==> src/rtl/fpes_pkg.sv <==
package fpes_pkg;

  // Which request the control side granted this cycle
  typedef enum logic [1:0] {
    SRC_NONE   = 2'd0,
    SRC_LOAD   = 2'd1,
    SRC_UPDATE = 2'd2,
    SRC_CMPT   = 2'd3
  } fpesSrc_e;

  // Strobes from control to datapath
  typedef struct packed {
    logic doLoad;
    logic doUpdate;
    logic doSetT;
    logic tValue;
  } fpesStrobe_t;

endpackage

==> src/rtl/fpes_ctrl.sv <==
module fpes_ctrl
  import fpes_pkg::*;
(
  input  logic        loadValid,
  input  logic        opValid,
  input  logic        cmpValid,
  input  logic        cmpUnordered,
  input  logic        cmpKind,
  input  logic        cmpEqual,
  input  logic        cmpGreater,
  output fpesStrobe_t strobe
);

  fpesSrc_e grant;
  logic     orderedT;

  // Priority: software load, then arithmetic update, then compare
  always_comb begin
    if (loadValid)
      grant = SRC_LOAD;
    else if (opValid)
      grant = SRC_UPDATE;
    else if (cmpValid && cmpUnordered)
      grant = SRC_UPDATE;
    else if (cmpValid)
      grant = SRC_CMPT;
    else
      grant = SRC_NONE;
  end

  // Ordered compare result selected by compare kind
  assign orderedT = cmpKind ? cmpGreater : cmpEqual;

  always_comb begin
    strobe          = '0;
    strobe.doLoad   = (grant == SRC_LOAD);
    strobe.doUpdate = (grant == SRC_UPDATE);
    strobe.doSetT   = (grant == SRC_CMPT);
    strobe.tValue   = orderedT;
  end

endmodule

==> src/rtl/fpes_datapath.sv <==
module fpes_datapath
  import fpes_pkg::*;
#(
  parameter int              REG_W     = 32,
  parameter int              EXC_N     = 5,
  parameter int              FLAG_LSB  = 2,
  parameter int              ENA_LSB   = 7,
  parameter int              CAUSE_LSB = 12,
  parameter int              DN_BIT    = 18,
  parameter int              RM_W      = 2,
  parameter logic [RM_W-1:0] RM_ZERO   = 2'b01,
  parameter logic [REG_W-1:0] WR_MASK  = 32'h003F_FFFF,
  parameter int              CODE_W    = 12,
  parameter logic [CODE_W-1:0] VEC_CODE = 12'h120
) (
  input  logic              clk,
  input  logic              rst_n,
  input  fpesStrobe_t       strobe,
  input  logic [REG_W-1:0]  loadData,
  input  logic [EXC_N-1:0]  excRaw,
  output logic [REG_W-1:0]  statusReg,
  output logic              excReq,
  output logic [CODE_W-1:0] excCode,
  output logic              tBit,
  output logic              roundToZero,
  output logic              flushDenorm
);

  logic [EXC_N-1:0] flagNew;
  logic [EXC_N-1:0] causeNew;
  logic [EXC_N-1:0] enaCur;
  logic [EXC_N-1:0] trapHit;
  logic [REG_W-1:0] regUpd;
  logic [REG_W-1:0] regNext;
  logic             reqNext;
  logic             tNext;

  // Per-exception bit slice: clear-and-set flag, sticky cause, enable match
  for (genvar gi = 0; gi < EXC_N; gi++) begin : g_exc
    assign flagNew[gi]  = excRaw[gi];
    assign causeNew[gi] = statusReg[CAUSE_LSB + gi] | excRaw[gi];
    assign enaCur[gi]   = statusReg[ENA_LSB + gi];
    assign trapHit[gi]  = causeNew[gi] & enaCur[gi];
  end

  always_comb begin
    regUpd                         = statusReg;
    regUpd[FLAG_LSB +: EXC_N]      = flagNew;
    regUpd[CAUSE_LSB +: EXC_N]     = causeNew;
  end

  always_comb begin
    regNext = statusReg;
    reqNext = 1'b0;
    tNext   = tBit;
    if (strobe.doLoad) begin
      regNext = loadData & WR_MASK;
    end else if (strobe.doUpdate) begin
      regNext = regUpd;
      reqNext = (|excRaw) && (|trapHit);
    end else if (strobe.doSetT) begin
      tNext = strobe.tValue;
    end
  end

  always_ff @(posedge clk) begin
    if (!rst_n) begin
      statusReg <= '0;
      excReq    <= 1'b0;
      tBit      <= 1'b0;
    end else begin
      statusReg <= regNext;
      excReq    <= reqNext;
      tBit      <= tNext;
    end
  end

  assign excCode     = excReq ? VEC_CODE : '0;
  assign roundToZero = (statusReg[RM_W-1:0] == RM_ZERO);
  assign flushDenorm = statusReg[DN_BIT];

endmodule

==> src/rtl/fp_exc_status.sv <==
module fp_exc_status
  import fpes_pkg::*;
#(
  parameter int               REG_W     = 32,
  parameter int               EXC_N     = 5,
  parameter int               FLAG_LSB  = 2,
  parameter int               ENA_LSB   = 7,
  parameter int               CAUSE_LSB = 12,
  parameter int               DN_BIT    = 18,
  parameter logic [REG_W-1:0] WR_MASK   = 32'h003F_FFFF,
  parameter int               CODE_W    = 12,
  parameter logic [CODE_W-1:0] VEC_CODE = 12'h120
) (
  input  logic              clk,
  input  logic              rst_n,
  input  logic              loadValid,
  input  logic [REG_W-1:0]  loadData,
  input  logic              opValid,
  input  logic [EXC_N-1:0]  excRaw,
  input  logic              cmpValid,
  input  logic              cmpUnordered,
  input  logic              cmpKind,
  input  logic              cmpEqual,
  input  logic              cmpGreater,
  output logic [REG_W-1:0]  statusReg,
  output logic              excReq,
  output logic [CODE_W-1:0] excCode,
  output logic              tBit,
  output logic              roundToZero,
  output logic              flushDenorm
);

  fpesStrobe_t strobe;

  fpes_ctrl u_ctrl (
    .loadValid    (loadValid),
    .opValid      (opValid),
    .cmpValid     (cmpValid),
    .cmpUnordered (cmpUnordered),
    .cmpKind      (cmpKind),
    .cmpEqual     (cmpEqual),
    .cmpGreater   (cmpGreater),
    .strobe       (strobe)
  );

  fpes_datapath #(
    .REG_W     (REG_W),
    .EXC_N     (EXC_N),
    .FLAG_LSB  (FLAG_LSB),
    .ENA_LSB   (ENA_LSB),
    .CAUSE_LSB (CAUSE_LSB),
    .DN_BIT    (DN_BIT),
    .WR_MASK   (WR_MASK),
    .CODE_W    (CODE_W),
    .VEC_CODE  (VEC_CODE)
  ) u_dp (
    .clk         (clk),
    .rst_n       (rst_n),
    .strobe      (strobe),
    .loadData    (loadData),
    .excRaw      (excRaw),
    .statusReg   (statusReg),
    .excReq      (excReq),
    .excCode     (excCode),
    .tBit        (tBit),
    .roundToZero (roundToZero),
    .flushDenorm (flushDenorm)
  );

endmodule

==> config.mk <==
export PLATFORM = sky130hd
export DESIGN_NAME = fp_exc_status
export DESIGN_NICKNAME = d
export VERILOG_FILES = /design/src/rtl/fpes_pkg.sv /design/src/rtl/fpes_ctrl.sv /design/src/rtl/fpes_datapath.sv /design/src/rtl/fp_exc_status.sv
export SDC_FILE = /design/constraint.sdc
export NUM_CORES = 1
export LEC_CHECK = 0
export ABC_AREA = 1
export BUFFER_PORTS_ARGS = -buffer_cell sky130_fd_sc_hd__buf_2
export CAP_MARGIN = 20
export CORE_ASPECT_RATIO = 1.75
export CORE_UTILIZATION = 39
export CTS_CLUSTER_SIZE = 28
export DETAILED_ROUTE_END_ITERATION = 10
export PLACE_DENSITY = 0.88
export SLEW_MARGIN = 20
export SYNTH_ARGS = -nofsm -noshare
export SYNTH_HDL_FRONTEND = slang
export SYNTH_HIERARCHICAL = 1
export SYNTH_SLANG_ARGS = --single-unit
==> constraint.sdc <==
create_clock -name clk -period 1.4 [get_ports clk]
set_input_delay 0.42 -clock clk [delete_from_list [all_inputs] [get_ports clk]]
set_output_delay 0.42 -clock clk [all_outputs]
set_load 0.02 [all_outputs]
==> metrics.csv <==
stage,metric,value,unit
synthesis,Synth top area share,38.52,%
global_routing,met2 global-route usage,35.74,%
placement,dpl cell area,1545,um2
routing,final wirelength,2951,um
cells_and_area,most frequent cells in the layout,"63 x buf_2, 44 x nand2_1, 26 x nor2_1",
clock_tree,CTS Buf Count,3,
timing,worst hold margin,0.3752,ns
timing,clock skew,0.0008396,ns
floorplan,Rows,26,
floorplan,num ports,94,
clock_tree,H-Tree Depth,1,
outcome,status,"finished, final reports clean",
cells_and_area,number of diodes,0,
floorplan,Core Footprint,2993,um2
floorplan,Die Wd,44.75,um
global_routing,Top Usage Layer GRT,met2,
placement,IO buf count,63,
global_routing,total grt overflow,0,
routing,WL/cell,10.25,um
setup_path,Worst Setup End Kind,primary output,
cells_and_area,Syn-to-layout area delta,28.28,%
synthesis,YS warnings,6,
floorplan,die area,3437,um2
pwr,"Power, Total",1.595,mW
pwr,leak pwr,0.9067,nW
pwr,Power Density,996.4,nW/um2
clock_tree,post-CTS sizing,0,
global_routing,first-pass GRT wire length,4947,um
global_routing,largest net degree at the start of global routing,26,
cells_and_area,"commonest non-fill, non-tap cell in the layout",buf_2,
setup_path,worst endpoint required time,0.98,ns
placement,hpwl dp,2301,um
timing,period utilization,92.71,%
clock_tree,clk_lat worst skew,0.26,ns
synthesis,Area contributors post-synth,"dfxtp_1 39%, buf_4 14%, nand2_1 13%",
clock_tree,CTS tree,yes,
global_routing,initial antenna violation count,0,
timing,Final Hold Viols,0,
run,max cap viols,0,
floorplan,initial core utilization,41.68,%
pwr,peak supply drop,0.0006269,V
clock_tree,Clock Sinks,24,
routing,DRC violations left,0,
synthesis,Yosys reg bits,24,
placement,Final Wtd Congestion,0.7686,
setup_path,r2r setup slk,0.41,ns
synthesis,Netlist Area Pre-Place,1247,um2
clock_tree,Bufs on Longest Clock Path,2,
setup_path,FF-to-FF Start,u_dp/statusReg[16]$_SDFFE_PN0P_,
cells_and_area,fin area,1600,um2
min_path,HP Class,input pin to flop,
routing,vias per cell,4.462,
timing,final setup fails,0,
global_routing,Total GRT Usage,18.64,%
routing,Post-DRT Antenna Nets,0,
clock_tree,Clock transition at path regs,0.08,ns
cells_and_area,Non-Filler Instances,288,
synthesis,cell accounting for the most synthesized area,dfxtp_1,
clock_tree,"Setup Fix Bufs, Post-CTS",0,
placement,Inst Count DP,284,
setup_path,CP startpoint kind,flop,
cells_and_area,fin nets,293,
setup_path,crit path kind,flop to primary output,
clock_tree,Post-CTS Hold Buffers,0,
clock_tree,clock tree root buffer cell,clkbuf_8,
global_routing,met3 Usage GRT,2.118,%
global_routing,met1 Use GR,19.35,%
setup_path,critical path peak fanout,2,
synthesis,mean post-synth cell area,6.817,um2
setup_path,WP data arrival,0.88,ns
routing,Iter 0 DRT Violations,27,
global_routing,vias in the first global route,1177,
timing,Pins Over Slew Limit,0,
synthesis,Cell variety after synth,18,
cells_and_area,share of layout cells above drive strength 1,32.52,%
routing,Via Count,1285,
min_path,Hold Startpoint,loadData[8],
timing,RSZ-0062 raised after global routing,no,
timing,Period minus WS final,1.298,ns
synthesis,sequential share of the synthesized area,38.52,%
timing,Max Clk Rate,770.5,MHz
setup_path,worst setup path startpoint,u_dp/statusReg[0]$_SDFFE_PN0P_,
routing,DRT Pass-1 Iters,5,
cells_and_area,Util after Layout,53.47,%
synthesis,Syn Inst Count,183,
floorplan,Die H,76.82,um
## cells in the mapped netlist (all sizes together)
master,number
a21oi,3
a31oi,4
buf,27
clkbuf,3
conb,1
dfxtp,24
inv,21
nand2,44
nand3,3
nand4,1
nor2,29
o211ai,6
o21ai,16
or2,1
## sequential cells by signal (all words and copies together) (netlist names)
| signal | count |
|---|---|
| u_dp/excReq | 1 |
| u_dp/statusReg | 22 |
| u_dp/tBit | 1 |
## per-stage QoR
stage | TNS, ns | worst slack, ns
global route | 0 | 0.008240
finish | 0 | 0.1021
global placement | -0.04866 | -0.01836
floorplan | 0 | 0.1942
CTS | 0 | 0.09418
detailed placement | -0.2566 | -0.08576
## critical path, stage by stage, from the launching register on
cell	delay, ns
dfxtp_1	0.33
inv_1	0.05
nor2_1	0.07
buf_2	0.16
## kinds of logic (layout without fill, tap and decap cells)
kind of cell | after synthesis | after routing | synth area share (%)
AOI/OAI and AO/OA | 29 | 29 | 13.54
buffers and inverters | 51 | 95 | 22.87
DFF | 24 | 24 | 38.52
other | 1 | 20 | 0.3006
and+or+nand+nor | 78 | 78 | 24.77
## power breakdown
group	internal, mW	switching, mW
combinational	0.133	0.245
clock	0.251	0.215
sequential	0.727	0.0240
total	1.11	0.484
## worst paths after layout
path / endpoint / depth (start not counted)
max reg2reg: u_dp/excReq$_SDFF_PP0_ / 5
min reg2reg: u_dp/tBit$_SDFFE_PN0P_ / 2
max: roundToZero / 3
min: u_dp/statusReg[8]$_SDFFE_PN0P_ / 3
## metal layers
metal  part of all wire [%]  wire, um
met5                      0         0
met4                   0.91        27
met3                    5.5       161
met2                     56      1654
met1                     38      1107
## area by class of cell
type	count	area (um2)
Tap cell	42	52.55
Fill cell	334	1393
Multi-Input combinational cell	127	553.0
Clock buffer	4	55.05
Inverter	21	78.83
Sequential cell	24	480.5
Timing Repair Buffer	70	380.4
Note: power is estimated with default switching activity, not from simulation.
